File: src/rtl/rstc_pkg.sv
package rstc_pkg;
    // Width of the strap capture window and of the watchdog stretch, in slow-clock cycles
    parameter int DEF_WIN = 10;

    typedef struct packed {
        logic boot;
        logic tsm;
    } mode_t;
endpackage

File: src/rtl/rstc_sync.sv
// Release synchroniser: cleared asynchronously, releases after STAGES rising edges
module rstc_sync #(
    parameter int STAGES = 2
) (
    input  logic clk,
    input  logic arst_n,
    output logic rel_o
);
    logic [STAGES-1:0] sync_d, sync_q;

    always_comb begin
        sync_d = {sync_q[STAGES-2:0], 1'b1};
    end

    always_ff @(posedge clk or negedge arst_n) begin
        if (!arst_n) sync_q <= '0;
        else         sync_q <= sync_d;
    end

    assign rel_o = sync_q[STAGES-1];
endmodule

File: src/rtl/rstc_strap_sampler.sv
// Keeps a rolling strap record while the pin is low and latches modes on a valid release
module rstc_strap_sampler
    import rstc_pkg::*;
#(
    parameter int WIN = DEF_WIN
) (
    input  logic  clk,
    input  logic  ext_rst_n,
    input  logic  strap_boot,
    input  logic  strap_tri_n,
    output mode_t mode_o
);
    typedef struct packed {
        logic [WIN-1:0] hist_boot;
        logic [WIN-1:0] hist_tri;
        logic [WIN-1:0] fill;
        logic           prev_low;
        mode_t          mode;
    } smp_t;

    smp_t smp_d, smp_q;
    logic pin_low;
    logic rel_edge;
    logic window_full;

    always_comb begin
        pin_low     = ~ext_rst_n;
        rel_edge    = ~pin_low & smp_q.prev_low;
        window_full = &smp_q.fill;
        smp_d       = smp_q;
        smp_d.prev_low = pin_low;
        if (pin_low) begin
            smp_d.hist_boot = {smp_q.hist_boot[WIN-2:0], strap_boot};
            smp_d.hist_tri  = {smp_q.hist_tri[WIN-2:0], strap_tri_n};
            smp_d.fill      = {smp_q.fill[WIN-2:0], 1'b1};
        end else begin
            smp_d.fill = '0;
        end
        if (rel_edge && window_full) begin
            smp_d.mode.boot = smp_q.hist_boot[0];
            smp_d.mode.tsm  = ~|smp_q.hist_tri;
        end
    end

    // No reset: this state must survive the reset it observes
    always_ff @(posedge clk) begin
        smp_q <= smp_d;
    end

    assign mode_o = smp_q.mode;

    AST_MODE_ONLY_AT_RELEASE: assert property (@(posedge clk) disable iff (!ext_rst_n)
        (smp_q.mode != $past(smp_q.mode)) |-> $past(rel_edge));
    AST_HIST_FROZEN_WHILE_HIGH: assert property (@(posedge clk) disable iff (!ext_rst_n)
        (ext_rst_n && $past(ext_rst_n)) |-> ($stable(smp_q.hist_boot) && $stable(smp_q.hist_tri)));
endmodule

File: src/rtl/rstc_wdog_stretch.sv
// Stretches a watchdog request into a WIN-cycle hold of the internal reset
module rstc_wdog_stretch
    import rstc_pkg::*;
#(
    parameter int WIN = DEF_WIN
) (
    input  logic clk,
    input  logic ext_rst_n,
    input  logic wdog_req,
    output logic hold_o
);
    localparam int CW = $clog2(WIN + 1);

    typedef struct packed {
        logic [CW-1:0] cnt;
    } wd_t;

    wd_t wd_d, wd_q;

    always_comb begin
        wd_d = wd_q;
        if (!ext_rst_n) begin
            wd_d.cnt = '0;            // pin reset has priority
        end else if (wdog_req) begin
            wd_d.cnt = CW'(WIN);
        end else if (wd_q.cnt != '0) begin
            wd_d.cnt = wd_q.cnt - 1'b1;
        end
    end

    always_ff @(posedge clk) begin
        wd_q <= wd_d;
    end

    assign hold_o = (wd_q.cnt != '0);

    AST_STRETCH_LOAD: assert property (@(posedge clk) disable iff (!ext_rst_n)
        wdog_req |=> (wd_q.cnt == CW'(WIN)));
    AST_STRETCH_STEP: assert property (@(posedge clk) disable iff (!ext_rst_n)
        (wd_q.cnt != '0 && !wdog_req) |=> (wd_q.cnt == CW'($past(wd_q.cnt) - 1'b1)));
endmodule

File: src/rtl/rst_seq_ctrl.sv
module rst_seq_ctrl
    import rstc_pkg::*;
#(
    parameter int WIN    = DEF_WIN,
    parameter int SYNC_N = 2,
    parameter int NPER   = 8,
    parameter int ADDR_W = 24,
    parameter int NOE    = 16
) (
    input  logic              clk_slow,
    input  logic              ext_rst_n,
    input  logic              wdog_req,
    input  logic              strap_boot,
    input  logic              strap_tri_n,
    input  logic [NPER-1:0]   periph_clk_req,
    input  logic [ADDR_W-1:0] addr_in,
    input  logic [NOE-1:0]    oe_in,
    input  logic              clko_gpio_en,
    input  logic              clko_gpio_val,
    output logic              sys_rst_n,
    output logic              boot_sel,
    output logic              tsm_active,
    output logic [NPER-1:0]   periph_clk_en,
    output logic [ADDR_W-1:0] addr_out,
    output logic [NOE-1:0]    oe_out,
    output logic              clk_out
);
    logic  pin_rel;
    logic  wd_hold;
    mode_t mode;

    rstc_sync #(.STAGES(SYNC_N)) u_sync (
        .clk    (clk_slow),
        .arst_n (ext_rst_n),
        .rel_o  (pin_rel)
    );

    rstc_strap_sampler #(.WIN(WIN)) u_smp (
        .clk         (clk_slow),
        .ext_rst_n   (ext_rst_n),
        .strap_boot  (strap_boot),
        .strap_tri_n (strap_tri_n),
        .mode_o      (mode)
    );

    rstc_wdog_stretch #(.WIN(WIN)) u_wd (
        .clk       (clk_slow),
        .ext_rst_n (ext_rst_n),
        .wdog_req  (wdog_req),
        .hold_o    (wd_hold)
    );

    always_comb begin
        sys_rst_n     = pin_rel & ~wd_hold;
        boot_sel      = mode.boot;
        tsm_active    = mode.tsm;
        periph_clk_en = sys_rst_n ? periph_clk_req : '0;
        addr_out      = sys_rst_n ? addr_in : '0;
        oe_out        = mode.tsm ? '0 : oe_in;
        clk_out       = (sys_rst_n && clko_gpio_en) ? clko_gpio_val : clk_slow;
    end

    AST_ASYNC_ASSERT: assert property (@(posedge clk_slow)
        !ext_rst_n |-> !sys_rst_n);
    AST_SYNC_RELEASE: assert property (@(posedge clk_slow) disable iff (!ext_rst_n)
        $rose(sys_rst_n) |-> $past(ext_rst_n));
    AST_WDOG_KEEPS_MODE: assert property (@(posedge clk_slow) disable iff (!ext_rst_n)
        (ext_rst_n && $past(ext_rst_n) && $past(ext_rst_n, 2)) |-> ($stable(boot_sel) && $stable(tsm_active)));
endmodule

File: config.mk
export PLATFORM = sky130hd
export DESIGN_NAME = rst_seq_ctrl
export DESIGN_NICKNAME = d
export VERILOG_FILES = /design/src/rtl/rstc_pkg.sv /design/src/rtl/rstc_sync.sv /design/src/rtl/rstc_strap_sampler.sv /design/src/rtl/rstc_wdog_stretch.sv /design/src/rtl/rst_seq_ctrl.sv
export SDC_FILE = /design/constraint.sdc
export NUM_CORES = 1
export LEC_CHECK = 0
export BUFFER_PORTS_ARGS = -buffer_cell sky130_fd_sc_hd__buf_2
export CORE_ASPECT_RATIO = 0.8
export CORE_MARGIN = 8
export CORE_UTILIZATION = 38
export DETAILED_ROUTE_END_ITERATION = 8
export GPL_TIMING_DRIVEN = 0
export PLACE_DENSITY = 0.79
export SYNTH_ARGS = -nofsm -noshare
export SYNTH_HDL_FRONTEND = slang
export SYNTH_HIERARCHICAL = 1
export SYNTH_SLANG_ARGS = --single-unit
File: constraint.sdc
create_clock -name clk_slow -period 1.9 [get_ports clk_slow]
set_input_delay 0.38 -clock clk_slow [delete_from_list [all_inputs] [get_ports clk_slow]]
set_output_delay 0.38 -clock clk_slow [all_outputs]
set_load 0.02 [all_outputs]
==> results.py <==
metrics = {
    "global_route": {
        "grt-busiest-layer": "met2",
        "grt_max_degree": 13,
        "grt_pass1_vias": 1282,
        "grt_overflow": 0,
        "grt_util_all_layers": 0.1512,
        "grtUsageMet1": 0.1444,
        "grt_use_met3": 0.07254,
        "met2_usage": 0.2714,
        "antenna_found_initial": 0,
        "grt_pass1_wl_um": 6320,
    },
    "timing": {
        "hold_viol": 0,
        "tns_ns": -4.485,
        "finClkSkew_ns": 0.005033,
        "fin_crit_ns": 2.074,
        "timing.final.crit_share": 1.091,
        "rsz0062_at_grt": "true",
        "whs_ns": 0.1901,
        "finalSetupViolations": 31,
        "fin_ws_ns": -0.1735,
        "final_max_slew_viol_count": 0,
        "clock.fmax_ghz": 0.4823,
    },
    "final_layout": {
        "seq_area_um2": 723.2,
        "multi_input_area_um2": 621.8,
        "fillers": 224,
        "final_nets": 298,
        "final_core_util": 0.7113,
        "n_antenna_cell": 0,
        "drive_gt1_frac": 0.6598,
        "area_growth_pct": 82.24,
    },
    "floorplan": {
        "die_w_um": 81.83,
        "dieArea_mm2": 0.005619,
        "initial_core_util": 0.3903,
        "core_area_mm2": 0.003376,
        "core.rowCount": 19,
        "num_io_pins": 107,
        "die_h_um": 68.67,
    },
    "setup_path": {
        "critPathSlowestCell": "dfxtp_2",
        "r2r_setup_slack_ns": 0.59,
        "crit_type": "reg2out",
        "ff2ff_path_depth": 2,
        "cp_common_cell": "buf_6",
        "rr_endpoint": "u_smp/mode_o[0]",
        "r2r-start": "u_smp/smp_q[18]",
        "cp-startpoint": "u_wd/wd_q[2]",
        "end_kind": "output pin",
        "cp_top_family": "simple AND/OR/NAND/NOR gates",
        "crit_path_cell_trace": "nor3_4 > nand2b_4 > nor2b_4 > buf_6 > and2_4 > buf_6",
        "max_stage_delay_ns": 0.33,
        "crit_end": "addr_out[15]",
        "critPathMaxFanout": 5,
        "start_kind": "flip-flop",
        "cp.arrival_ns": 1.69,
        "critPathBufInv": 2,
        "critPathRequiredTime_ns": 1.52,
        "cp.depth": 6,
    },
    "synthesis": {
        "synth_edf_count": 13,
        "seq_area_frac_synth": 0.5470,
        "syn-instance-count": 119,
        "synth.top_cell.area_share": 0.2963,
        "netlist-cell-type-count": 27,
        "async_reset_ff_frac": 0.06897,
        "syn_nets": 174,
        "ys.flop_type": "dfxtp_1",
        "synth_common_cells": "and2_1 (32), nor2b_1 (19), dfxtp_1 (14)",
        "synth_area_per_cell_um2": 11.07,
        "synth_area_leaders": "edfxtp_1 (30%), dfxtp_1 (21%), and2_1 (15%)",
        "yosysTopAreaCell": "edfxtp_1",
        "synth_most_common_cell": "and2_1",
        "syn_area_mm2": 0.001318,
        "synth-seq-cells": 29,
        "yosys_warnings": 6,
    },
    "placed_design": {
        "io_buffers": 106,
        "hpwl_um": 3253,
        "place_congestion": 0.7414,
    },
    "clock_tree": {
        "worst_skew_pair.late_latency_ns": 0.37,
        "clkTransAtPathRegs_ns": 0.06,
        "cts_tree": "done",
    },
    "pwr": {
        "ir_worst_vdd_uv": 502.5,
        "p_leak_nw": 1.165,
        "power_density_mw_per_mm2": 786.3,
        "power_mw": 1.888,
    },
    "status": {
        "violations": "setup timing",
        "status": "complete, but fails checks",
    },
    "hold_path": {
        "hold_path.class": "in2reg",
    },
    "routing": {
        "ant_nets": 0,
        "via_per_inst": 4.552,
        "wirelength_um": 5127,
        "wl_per_cell_um": 17.93,
        "drc": 0,
        "drtIter0Drc": 28,
        "dr.pass1.iters": 4,
        "vias": 1302,
    },
    "run": {
        "drv_cap": 0,
    },
}
[registers in the layout (all words and copies together) (netlist names)]
signal / flops
u_smp/mode_o: 2
u_smp/smp_q: 21
u_wd/wd_q: 4
u_sync/sync_q: 2
[repair_timing]
item | 4_1_cts | 5_1_grt
cloned | 0 | 4
gates resized for setup | 68 | 33
buffers inserted | 2 | 1
hold buffers | 1 | 0
setup endpoints to repair | 34 | 34
pin swaps | 4 | 25
hold endpoints to repair | 2 | 0
[metal layers]
layer / wire [um] / vias up / part of all wire
met5: 0 / - / 0
met4: 87 / 0 / 0.017
met3: 562 / 8 / 0.11
met2: 2734 / 67 / 0.53
met1: 1743 / 590 / 0.34
li1: - / 637 / -
[placed cells by master, fill, tap and decap left out, types with 5 or more instances in the layout]
master / n
dfxtp_1: 12
buf_6: 40
nor2b_1: 19
buf_2: 74
clkbuf_8: 9
and2_1: 8
buf_4: 5
and2_4: 24
and2b_1: 6
edfxtp_1: 13
[metrics by stage]
| step | std cells | instance area (um^2) | worst slack (ns) |
|---|---|---|---|
| 2_1_floorplan | 119 | 1318 | 0.2908 |
| 3_3_place_gp | 267 | 1901 | 0.1644 |
| 3_5_place_dp | 267 | 1901 | 0.1454 |
| 4_1_cts | 281 | 2266 | -0.1467 |
| 5_1_grt | 286 | 2401 | -0.2398 |
| 6_report | 286 | 2401 | -0.1735 |
[power breakdown]
| group | leakage [nW] | switching, mW | internal (mW) | total (mW) |
|---|---|---|---|---|
| clock network | 0.0824 | 0.265 | 0.491 | 0.756 |
| registers | 0.267 | 0.0178 | 0.682 | 0.700 |
| logic | 0.816 | 0.202 | 0.230 | 0.432 |
| total | 1.16 | 0.485 | 1.40 | 1.89 |
[worst min path at each step]
stage / end / slack [ns] / cells past startpoint / start
finish: u_smp/smp_q[23] / 0.19 / 1 / strap_boot
global route: u_smp/smp_q[13] / 0.17 / 1 / strap_tri_n
CTS: u_smp/smp_q[13] / 0.18 / 1 / strap_tri_n
detailed placement: u_sync/sync_q[0] / 0.20 / 1 / ext_rst_n
global placement: u_sync/sync_q[0] / 0.20 / 1 / ext_rst_n
floorplan: u_sync/sync_q[0] / 0.08 / 0 / ext_rst_n
[layout make-up]
class / instances / area share
plain buffers: 7 / 0.02449
clock buffers: 12 / 0.05941
inverters: 1 / 0.001563
multi-input cells: 83 / 0.2590
flip-flops and latches: 29 / 0.3012
well taps: 42 / 0.02189
repair buffers: 112 / 0.3325
[kinds of logic after synthesis]
logic type,count (synthesis),synth area share
other,1,0.002846
AND/OR/NAND/NOR,74,0.3666
flip-flops,29,0.5470
multiplexers,1,0.01139
AO/OA/AOI/OAI,6,0.02469
buffers and inverters,8,0.04748
No activity file was read; power rests on OpenSTA's default activity.
